File: config.mk
export PLATFORM = sky130hd
export DESIGN_NAME = serial_reg_front
export DESIGN_NICKNAME = d
export VERILOG_FILES = /design/src/rtl/serial_reg_front.sv
export SDC_FILE = /design/constraint.sdc
export NUM_CORES = 1
export LEC_CHECK = 0
export BUFFER_PORTS_ARGS = -buffer_cell sky130_fd_sc_hd__buf_4
export CAP_MARGIN = 20
export CORE_MARGIN = 3
export CORE_UTILIZATION = 56
export DETAILED_ROUTE_END_ITERATION = 10
export GPL_TIMING_DRIVEN = 0
export MAX_ROUTING_LAYER = met4
export PLACE_DENSITY = 0.84
export SETUP_SLACK_MARGIN = 0.4
export SLEW_MARGIN = 10
export SYNTH_ARGS = -nofsm -noshare
export SYNTH_HDL_FRONTEND = slang
export SYNTH_SLANG_ARGS = --single-unit
File: constraint.sdc
create_clock -name clk -period 3.7 [get_ports clk]
set_input_delay 0.37 -clock clk [delete_from_list [all_inputs] [get_ports clk]]
set_output_delay 0.37 -clock clk [all_outputs]
set_load 0.03 [all_outputs]
File: src/rtl/serial_reg_front.sv
module serial_reg_front #(
  parameter bit CHAN_A = 1'b1
) (
  input  logic       clk,
  input  logic       rst_n,
  input  logic       cs,
  input  logic       wr_en,
  input  logic       rd_en,
  input  logic [3:0] addr,
  input  logic [7:0] wdata,
  output logic [7:0] rdata,
  output logic       irq,
  input  logic       rx_valid,
  input  logic [7:0] rx_char,
  input  logic       rx_perr,
  input  logic       rx_ferr,
  output logic [7:0] tx_data,
  output logic       tx_loaded,
  input  logic       tx_taken,
  input  logic       dcd,
  input  logic       cts,
  input  logic       brk
);
  logic [3:0] ptr;
  logic [4:0] en1;
  logic       mie;
  logic       tx_empty, rx_avail, rx_chr_ip, first_arm;
  logic       perr, ferr, ovr, tx_ip, ext_ip;
  logic [2:0] snap;
  logic [7:0] rxbuf;

  wire ctl_acc = cs && (wr_en || rd_en) && addr == 4'h0;
  wire dat_acc = cs && (wr_en || rd_en) && addr == 4'h8;
  wire ctl_wr  = ctl_acc && wr_en;
  wire ctl_rd  = ctl_acc && !wr_en;
  wire dat_wr  = dat_acc && wr_en;
  wire dat_rd  = dat_acc && !wr_en;
  wire cmd_wr  = ctl_wr && ptr == 4'd0;
  wire [2:0] cmd = wdata[5:3];
  wire hard_rst = ctl_wr && ptr == 4'd9 && wdata[7:6] == 2'b11;
  wire [2:0] live = {brk, cts, dcd};
  wire [1:0] rx_mode = en1[4:3];
  wire rx_ip = rx_chr_ip || ((perr || ferr || ovr) && rx_mode != 2'b00);

  assign irq = mie && ((ext_ip && en1[0]) || (tx_ip && en1[1]) || rx_ip);
  assign tx_loaded = !tx_empty;

  always_ff @(posedge clk or negedge rst_n) begin
    if (!rst_n) begin
      ptr <= '0; en1 <= '0; mie <= 1'b0; tx_empty <= 1'b1; rx_avail <= 1'b0;
      rx_chr_ip <= 1'b0; first_arm <= 1'b1; perr <= 1'b0; ferr <= 1'b0; ovr <= 1'b0;
      tx_ip <= 1'b0; ext_ip <= 1'b0; snap <= '0; rxbuf <= '0; tx_data <= '0;
    end else if (hard_rst) begin
      ptr <= '0; en1 <= '0; mie <= 1'b0; tx_empty <= 1'b1; rx_avail <= 1'b0;
      rx_chr_ip <= 1'b0; first_arm <= 1'b1; perr <= 1'b0; ferr <= 1'b0; ovr <= 1'b0;
      tx_ip <= 1'b0; ext_ip <= 1'b0; snap <= live;
    end else begin
      if (ctl_acc) begin
        if (ptr != 4'd0) ptr <= 4'd0;
        else if (wr_en) ptr <= {cmd == 3'b001, wdata[2:0]};
      end
      if (ctl_wr && ptr == 4'd1) en1 <= wdata[4:0];
      if (ctl_wr && ptr == 4'd9) mie <= wdata[3];

      if (!ext_ip) snap <= live;
      if (!ext_ip && en1[0] && live != snap) ext_ip <= 1'b1;

      if (dat_rd) begin
        rx_avail <= 1'b0;
        rx_chr_ip <= 1'b0;
      end
      if (rx_valid) begin
        rxbuf <= rx_char;
        rx_avail <= 1'b1;
        if (rx_avail && !dat_rd) ovr <= 1'b1;
        if (rx_perr) perr <= 1'b1;
        if (rx_ferr) ferr <= 1'b1;
        if (rx_mode == 2'b10 || (rx_mode == 2'b01 && first_arm)) rx_chr_ip <= 1'b1;
        if (rx_mode == 2'b01) first_arm <= 1'b0;
      end

      if (tx_taken && !tx_empty) begin
        tx_empty <= 1'b1;
        if (en1[1]) tx_ip <= 1'b1;
      end
      if (dat_wr) begin
        tx_data <= wdata;
        tx_empty <= 1'b0;
        tx_ip <= 1'b0;
      end

      if (cmd_wr) begin
        case (cmd)
          3'b010: ext_ip <= 1'b0;
          3'b100: first_arm <= 1'b1;
          3'b101: tx_ip <= 1'b0;
          3'b110: begin perr <= 1'b0; ferr <= 1'b0; ovr <= 1'b0; end
          3'b111: begin
            if (rx_ip) begin
              rx_chr_ip <= 1'b0; perr <= 1'b0; ferr <= 1'b0; ovr <= 1'b0;
            end else if (tx_ip) tx_ip <= 1'b0;
            else ext_ip <= 1'b0;
          end
          default: ;
        endcase
      end
    end
  end

  logic [7:0] rr_sel;
  always_comb begin
    case (ptr)
      4'd0: rr_sel = {snap[2], 1'b0, snap[1], 1'b0, snap[0], tx_empty, 1'b0, rx_avail};
      4'd1: rr_sel = {1'b0, ferr, ovr, perr, 3'b000, tx_empty};
      4'd3: rr_sel = CHAN_A ? {2'b00, rx_ip, tx_ip, ext_ip, 3'b000}
                            : {5'b00000, rx_ip, tx_ip, ext_ip};
      default: rr_sel = 8'h00;
    endcase
  end
  assign rdata = dat_rd ? rxbuf : (ctl_rd ? rr_sel : 8'h00);

  p_ptr_return_r2: assert property (@(posedge clk) disable iff (!rst_n)
    (ctl_acc && ptr != 4'd0) |=> ptr == 4'd0);
  p_full_reset_r4: assert property (@(posedge clk) disable iff (!rst_n)
    hard_rst |=> (ptr == 4'd0 && !irq && !tx_loaded));
  p_tx_load_r5: assert property (@(posedge clk) disable iff (!rst_n)
    dat_wr |=> (tx_loaded && tx_data == $past(wdata)));
  p_rx_read_r6: assert property (@(posedge clk) disable iff (!rst_n)
    (dat_rd && !rx_valid) |=> !rx_avail);
  p_txip_cmd_r7: assert property (@(posedge clk) disable iff (!rst_n)
    (cmd_wr && cmd == 3'b101) |=> !tx_ip);
  p_overrun_r9: assert property (@(posedge clk) disable iff (!rst_n)
    (rx_valid && rx_avail && !dat_rd && !hard_rst) |=> ovr);
endmodule

**Yosys cells after proc, flatten, opt, wreduce, memory -nomap -nowiden**

Cells that the tools add are included.

- Register bits: 38
- Input port bits: 32
- Output and inout bits: 18
- Logic and storage cells: 138

- Equal/unequal tests: 15
- Muxes and demuxes: 63
- Bitwise logic cells: 1
- Reductions and logical operators: 44

Operators with widths:

| kind | count |
|---|---|
| $mux W1 | 47 |
| $pmux W8 S3 | 1 |
| $logic_and A1 B1 Y1 | 20 |
| $mux W4 | 4 |
| $mux W8 | 2 |
| $eq A3 B3 Y1 const B | 4 |
| $mux W5 | 2 |
| $pmux W1 S2 | 5 |
| $reduce_bool A3 Y1 | 3 |
| $eq A4 B4 Y1 const B | 2 |
| $logic_not A4 Y1 | 2 |
| $reduce_bool A2 Y1 | 4 |
| $logic_or A1 B1 Y1 | 7 |
| $mux W3 | 2 |
| $reduce_and A2 Y1 | 3 |
| $eq A2 B2 Y1 const B | 2 |
| $eq A4 B1 Y1 const B | 1 |
| $eq A4 B2 Y1 const B | 1 |
| $logic_not A1 Y1 | 4 |
| $reduce_bool A4 Y1 | 1 |
| $eq A3 B1 Y1 const B | 1 |
| $eq A3 B2 Y1 const B | 1 |
| $ne A3 B3 Y1 | 1 |
| $eq A2 B1 Y1 const B | 1 |
| 2 further kinds | 2 |

**Logic depth before layout (Yosys ltp)**

Gate-level depths: netlist (run 1).

- Word-level depth: 12
- Depth in mapped cells: 6
- Mapped depth without buffers: 4

**Worst setup path before layout (run 1)**

OpenSTA, ideal clock, no wires.

- Kind: register -> output
- From: register ptr[1]
- To: output rdata[0]
- Data arrival time: 1.772 ns
- Data required time: 3.330 ns
- Setup slack: 1.558 ns
- Cell stages (with the launch flop): 5
- Buffers on the path: 1
- Path through: dfrtp_1 buf_2 nor4b_1 a22oi_1 o21ai_0

- Word-level cells in the longest chain between the ends: 4
- Elaborated cells on any way between the ends: 6
- Those cells by class: eq/ne: 2; mux: 3; reduce/logical: 1

Ends and longest elaborated chain:

| element | line | source |
|---|---|---|
| start, declared | 24 | `logic [3:0] ptr;` |
| start signal, assigned | 60 | `else if (wr_en) ptr <= {cmd == 3'b001, wdata[2:0]};` |
| $eq A4 B2 Y1, or another cell as far along | 112 | `case (ptr)` |
| $pmux W8 S3 (*) | 112 |  |
| $mux W8 (*) (2 in series) | 120 | `assign rdata = dat_rd ? rxbuf : (ctl_rd ? rr_sel : 8'h00);` |
| end, declared | 11 | `output logic [7:0] rdata,` |

Mark *: on every way between the ends. The rest lies on a longest branch, timed or not.

**Final worst setup path (run 1)**

- From: input addr[2]
- To: output rdata[2]

- Word-level cells in the longest chain between the ends: 5
- Elaborated cells on any way between the ends: 8
- Those cells by class: eq/ne: 1; mux: 2; reduce/logical: 5

Ends and longest elaborated chain:

| element | line | source |
|---|---|---|
| start, declared | 9 | `input logic [3:0] addr,` |
| $logic_not A4 Y1 | 32 | `wire ctl_acc = cs && (wr_en \|\| rd_en) && addr == 4'h0;` |
| $logic_and A1 B1 Y1 | 32 |  |
| $logic_and A1 B1 Y1 | 35 | `wire ctl_rd = ctl_acc && !wr_en;` |
| $mux W8 | 120 |  |
| $mux W8 (*) | 120 |  |

Marks and branches as above.

==> results of run 1 <==
## routing by layer
metal / global-route usage / up-vias / wire length [µm]
li1: - / 758 / -
met1: 0.280 / 757 / 1910
met2: 0.394 / 54 / 2190
met3: 0.0555 / 8 / 257
met4: 0.116 / 0 / 85
met5: - / - / 0
## metrics by stage
stage	instance area, µm²	hold slack (ps)	power [W]	worst slack (ps)	cells
2_1_floorplan	1920	74.4	0.000710	1560	173
3_3_place_gp	2330	351	0.000810	1390	265
3_5_place_dp	2330	358	0.000826	1330	265
4_1_cts	2400	228	0.00104	1320	274
5_1_grt	2400	236	0.00110	1100	274
6_report	2400	244	0.00104	1330	274
## sequential cells by signal, summed over array words and instances, names as in the netlist
signal     flops
en1            4
ferr           1
tx_data        8
mie            1
tx_empty       1
ovr            1
perr           1
snap           3
first_arm      1
rx_avail       1
rxbuf          8
ptr            4
tx_ip          1
rx_chr_ip      1
ext_ip         1
## cells in the mapped netlist, drive strengths merged, types with 2 or more instances
cell type | n | area (µm²)
dfrtp | 35 | 876
mux2 | 19 | 214
nand2 | 11 | 43.8
nor2 | 11 | 41.3
nand3 | 10 | 50.1
a21oi | 7 | 35.0
o21ai | 7 | 35.0
buf | 6 | 38.8
mux2i | 6 | 60.1
inv | 5 | 18.8
a22o | 4 | 35.0
a31oi | 4 | 25.0
and3 | 4 | 25.0
nor3 | 4 | 20.0
a22oi | 3 | 22.5
and2 | 3 | 18.8
nor4 | 3 | 48.8
xnor2 | 3 | 26.3
and3b | 2 | 17.5
clkbuf | 2 | 7.51
dfstp | 2 | 52.6
nand3b | 2 | 15.0
nand4 | 2 | 18.8
nor3b | 2 | 20.0
o31ai | 2 | 15.0
## logic make-up (layout without fill, tap and decap cells)
group                     count (synthesis)  in the layout  share of synthesized area
and+or+nand+nor                          60             60                      0.199
buffers and inverters                    13             70                     0.0340
AOI/OAI and AO/OA                        35             35                      0.125
DFF                                      37             37                      0.485
xor gates and xnor gates                  3              3                     0.0137
muxes                                    25             25                      0.143
## power by group
part           total, W  switching (W)  internal [W]  leakage (nW)
registers      0.000517      0.0000518      0.000465         0.449
clock network  0.000222       0.000128     0.0000939        0.0326
logic          0.000300       0.000152      0.000148         0.586
## final timing paths
check / endpoint / from / slack (ps)
worst min-delay path: first_arm / wdata[4] / 240
worst max register to register: rxbuf[7] / ptr[1] / 1760
worst min register to register: rxbuf[1] / rxbuf[1] / 510
max in group asynchronous: tx_empty / rst_n / 2810
min in group asynchronous: snap[1] / rst_n / 520
worst max-delay path: rdata[2] / addr[2] / 1330
## area by class of cell
class	count	area, µm²
Tap cell	44	55.1
Clock buffer	8	58.8
Timing Repair Buffer	49	370
Fill cell	248	753
Sequential cell	37	928
Inverter	5	18.8
Buffer	8	46.3
Multi-Input combinational cell	123	922
## repair_timing
action / in CTS / in global routing
endpoints found under the hold margin: 27 / 0
hold buffers: 1 / 0
endpoints found under the setup margin: 0 / 0
==> results.toml, run 1 <==
[outcome]
run_status = "finished clean"

[detailed_routing]
detail-route-antenna-nets = 0
route.detailed.vias_per_inst = 5.76
detail_route.wirelength_mm = 4.44
post-route-drc-count = 0
vias = 1577
routed_wire_length_per_instance_um = 16.2
detail_route.iter0.violations = 55
drt_pass1_iterations = 4

[worst_setup_path]
cell_depth_of_the_worst_flop_to_flop_path = 5
crit_slowest_cell = "nor4_4"
crit_path_max_fanout = 10
worst_path_most_repeated_cell = "buf_4"
criticalPathCategory = "primary input to output port"
crit_arrival_ps = 2000
crit_path_start_kind = "primary input"
critical_path.cell_chain = "buf_4 -> nor4_4 -> o211ai_1 -> nor3b_2 -> a22o_1 -> buf_4"
critical_path.max_stage_delay_ps = 550
critPathRequiredTime_ps = 3330
critPathCaptureType = "output port"
path_depth = 6
path_delay_family = "simple AND/OR/NAND/NOR gates"
worstPathBufferInverterCount = 2

[synth]
synth_seq_area_share = 0.485
instance_count_of_the_mapped_netlist = 173
synth_async_sr_flop_share = 1.00
syn_area_per_cell_um2 = 11.1
synth_ff_type = "dfrtp_1"
mappedNetlistNets = 205
ys.warnings.count = 0
synth-edff-count = 0
syn-cell-area_um2 = 1920
yosys_register_bits = 37
post_synth_num_cell_types = 45

[cts]
clk_pin_slew_ps = 100
cts.sinks = 37
cts.repair_timing.setup_buffer_count = 0
post_cts_resized = 0
clock_tree.buffer_depth = 2
tritoncts.num_buffers = 5
cts_root_buffer = "clkbuf_4"
clock_insertion_delay_worst_skew_ps = 340
tritoncts_clock_tree = "done"
htreeDepth = 2

[floorplan]
io_pins = 50
die_y_um = 64.5
die-area_um2 = 4160
core_region_area_um2 = 3150
floorplan.rows = 20
die_w_um = 64.5
initial_core_util = 0.608

[global_route]
grt_max_degree = 38
antenna_violations_before_repair = 0
global_route_wire_length_before_repair_mm = 7.41
gr-total-overflow = 0
grt_use_total = 0.241
grt_pass1_vias = 1585

[run]
drv.max_cap_violation_count = 0

[min_path]
timing.hold.worst.class = "primary input to register"
hold-path-cell-count = 2

[sta]
unrepaired_setup_endpoints_after_global_routing = "no"
finalCritPeriodShare = 0.640
timing_hold_violations_final = 0
worst_slew_pin_slew_ps = 562
clock-skew-final_ps = 15.1
finalWorstPathRequiredPeriod_ps = 2370
final_max_slew_viol_count = 0
fmax_mhz = 422
setup-violations-final = 0
totalNegativeSetupSlack_ps = 0
slew-limit-headroom = 0.623

[place]
hpwl_mm = 3.43
port_buffers = 48
gp_congestion = 0.918

[power_and_ir_drop]
power_leakage_nw = 1.07
power.ir.vdd_worst_uv = 290
power_per_cell_area_nw_per_um2 = 433

[cells_and_area]
mostFrequentLayoutCell = "buf_4"
leading_cell_types_in_the_layout_fill_and_taps_excluded = "buf_4 (49), dfrtp_1 (35), mux2_2 (19)"
layout-area-overhead-vs-synth_pct = 25.3
post-route-util = 0.761
insertedDiodeCount = 0
nets = 261
layout-drive-gt1-share = 0.387
(Power assumes the default switching activity.)
==> inputs of run 2 (changes only) <==
- ABC_AREA: default -> 1
- CORE_UTILIZATION: 56 -> 53
- PLACE_DENSITY: 0.84 -> 0.79
- clock period: 3.7 -> 2.25 ns (I/O delays scaled with it)
==> results.toml, run 2 <==
[synth]
yosys-mux-area-fraction = 0
syn-cell-area_um2 = 2020
synthMostInstantiatedCell = "nand2_1"
synth.top_cell.area_share = 0.434
synth_xor_xnor_area_share = 0.0130
netlist_top_cells_count = "nand2_1 (86), inv_1 (36), dfrtp_1 (35), nand3_1 (33), nor2_1 (16)"
synth_seq_area_share = 0.460
yosys_register_bits = 37
synth_async_sr_flop_share = 1.00
synth_simple_gate_area_frac = 0.339
post_synth_num_cell_types = 28
mappedNetlistNets = 300
ys.warnings.count = 0
synth_area_leaders = "dfrtp_1 (43%), nand2_1 (16%), nand3_1 (8.2%), inv_1 (6.7%), o21ai_0 (3.0%)"
synth_top_family_by_area = "simple AND/OR/NAND/NOR gates"
synth-edff-count = 0
compound_gate_portion_of_the_synthesized_area = 0.0967
synth_ff_type = "dfrtp_1"
synthAdderAreaFrac = 0
instance_count_of_the_mapped_netlist = 268
synth_top_area_cell = "dfrtp_1"
syn_area_per_cell_um2 = 7.54

[cells_and_area]
leading_cell_types_in_the_layout_fill_and_taps_excluded = "nand2_1 (85), buf_4 (51), dfrtp_1 (35)"
n_fill_cell = 285
mostFrequentLayoutCell = "nand2_1"
layout-area-overhead-vs-synth_pct = 28.0
nets = 360
post-route-util = 0.740
layout-drive-gt1-share = 0.258
insertedDiodeCount = 0
biggestRegsByFlops = "rxbuf: 8 flops, tx_data: 8 flops"

[floorplan]
die_y_um = 67.7
io_pins = 50
die_w_um = 67.7
initial_core_util = 0.578
core_region_area_um2 = 3490
floorplan.rows = 21
die-area_um2 = 4590

[sta]
unrepaired_setup_endpoints_after_global_routing = "yes"
fmax_mhz = 545
worst_slew_pin_slew_ps = 459
final_max_slew_viol_count = 0
finalWorstPathRequiredPeriod_ps = 1830
finalCritPeriodShare = 0.815
timing_hold_violations_final = 0
slew-limit-headroom = 0.694
totalNegativeSetupSlack_ps = 0
clock-skew-final_ps = 4.02
setup-violations-final = 0

[cts]
clock_tree.buffer_depth = 2
cts_root_buffer = "clkbuf_8"
clock_insertion_delay_worst_skew_ps = 290
tritoncts.num_buffers = 5
tritoncts_clock_tree = "done"
cts.sinks = 37
clk_pin_slew_ps = 70
htreeDepth = 2

[global_route]
grt_use_total = 0.259
grt_util_met2 = 0.394
globalRouteMet1Util = 0.338
gr-total-overflow = 0
global_route_wire_length_before_repair_mm = 8.40
grtUsageMet3 = 0.0549
busiest_layer = "met2"
grt_pass1_vias = 1822
grt_max_degree = 38
antenna_violations_before_repair = 0

[power_and_ir_drop]
power_switching_w = 0.000539
clkPwrFrac = 0.268
power.ir.vdd_worst_uv = 477
p_sw_frac = 0.322
intPower_w = 0.00113
share_seq_of_total_power = 0.471
power_leakage_nw = 1.42
comb_power_share = 0.262
power_per_cell_area_nw_per_um2 = 646

[detailed_routing]
detail_route.iter0.violations = 150
routed_wire_length_per_instance_um = 13.6
detail-route-antenna-nets = 0
drt_pass1_iterations = 4
detail_route.wirelength_mm = 5.10
post-route-drc-count = 0
route.detailed.vias_per_inst = 5.08
vias = 1905

[worst_setup_path]
crit_slowest_cell = "dfrtp_1"
critical_path.cell_chain = "inv_1 -> nand2_1 -> nor2_4 -> buf_4 -> nand2_1 -> o21ai_0 -> nand3_1 -> nand2_1 -> buf_6"
worst_path_most_repeated_cell = "nand2_1"
crit_arrival_ps = 1610
critical_path.max_stage_delay_ps = 420
regToRegStartpoint = "ptr[0]"
regToRegSetupSlack_ps = 720
crit_path_max_fanout = 5
critPathRequiredTime_ps = 2030
cell_depth_of_the_worst_flop_to_flop_path = 9
crit_path_start_kind = "register"
critical_path.reg2reg.endpoint = "ferr"
criticalPathCategory = "register to output port"
critPathCaptureType = "output port"

[outcome]
run_status = "finished clean"

[place]
hpwl_mm = 3.88
port_buffers = 48
gp_congestion = 0.852

[min_path]
hold-path-cell-count = 3
timing.hold.worst.class = "primary input to register"
min_to = "snap[1]"
hold_start = "cts"

[run]
drv.max_cap_violation_count = 0
run 2: changes by cell type after synthesis, moves of 5 or more:
cell / change
inv_1: +31
mux2_2: -19
mux2i_1: -6
nand2_1: +76
nand3_1: +23
nor2_1: +5
o21ai_0: +5
o21ai_1: +8
run 2: metal layers:
layer / part of all wire / wire (µm)
met5: 0 / 0
met2: 0.47 / 2410
met3: 0.060 / 305
met4: 0.015 / 77
met1: 0.45 / 2310
run 2: worst max-delay path: cells and delay by family, from the launching register on:
kind / cells / cell delay [ps]
simple gates: 5 / 480
flops: 1 / 420
buf+inv: 3 / 350
compound gates: 1 / 70
run 2: kinds of logic after synthesis:
| family | count (synthesis) |
|---|---|
| buffers and inverters | 42 |
| XOR/XNOR | 3 |
| AO/OA/AOI/OAI | 35 |
| AND/OR/NAND/NOR | 151 |
| flip-flops | 37 |
run 2: cell type report:
cell class,count,area (µm²),share of cell area
flip-flops and latches,37,928,0.359
multi-input cells,189,923,0.357
repair buffers,53,408,0.158
inverters,36,135,0.0523
clock buffers,6,72.6,0.0281
well taps,46,57.6,0.0223
plain buffers,6,50.0,0.0194
clock inverters,2,10.0,0.00387
run 2: worst max-delay path by stage:
stage	depth (start not counted)	slack, ps	endpoint	startpoint
5_1_grt	8	310	rdata[2]	ptr[2]
6_report	9	420	rdata[0]	ptr[0]
3_5_place_dp	6	540	rdata[5]	ptr[2]
4_1_cts	9	410	rdata[0]	ptr[3]
2_1_floorplan	7	420	rdata[5]	ptr[2]
3_3_place_gp	6	580	rdata[5]	ptr[2]
run 2: power by group through the flow:
stage / sequential, W / clock [W] / combinational [W]
6_report: 0.000786 / 0.000447 / 0.000437
5_1_grt: 0.000795 / 0.000478 / 0.000485
4_1_cts: 0.000786 / 0.000452 / 0.000429
3_5_place_dp: 0.000796 / 0 / 0.000402
3_3_place_gp: 0.000794 / 0 / 0.000397
2_1_floorplan: 0.000839 / 0 / 0.000200
run 2: repair_timing:
| item | CTS | global route |
|---|---|---|
| resized for setup | 7 | 5 |
| buffers inserted | 3 | 1 |
| pin swaps | 2 | 2 |
| hold endpoints to repair | 35 | 0 |
| setup endpoints to repair | 7 | 5 |
| hold buffers | 1 | 0 |
run 2: per-stage QoR:
step | hold slack, ps | area (µm²) | std cells | total power, W | worst slack [ps]
finish | 138 | 2580 | 375 | 0.00167 | 417
detailed placement | 211 | 2440 | 362 | 0.00120 | 545
global placement | 213 | 2440 | 362 | 0.00119 | 583
CTS | 141 | 2570 | 374 | 0.00167 | 405
floorplan | -70.6 | 2020 | 268 | 0.00104 | 418
global route | 156 | 2580 | 375 | 0.00176 | 308
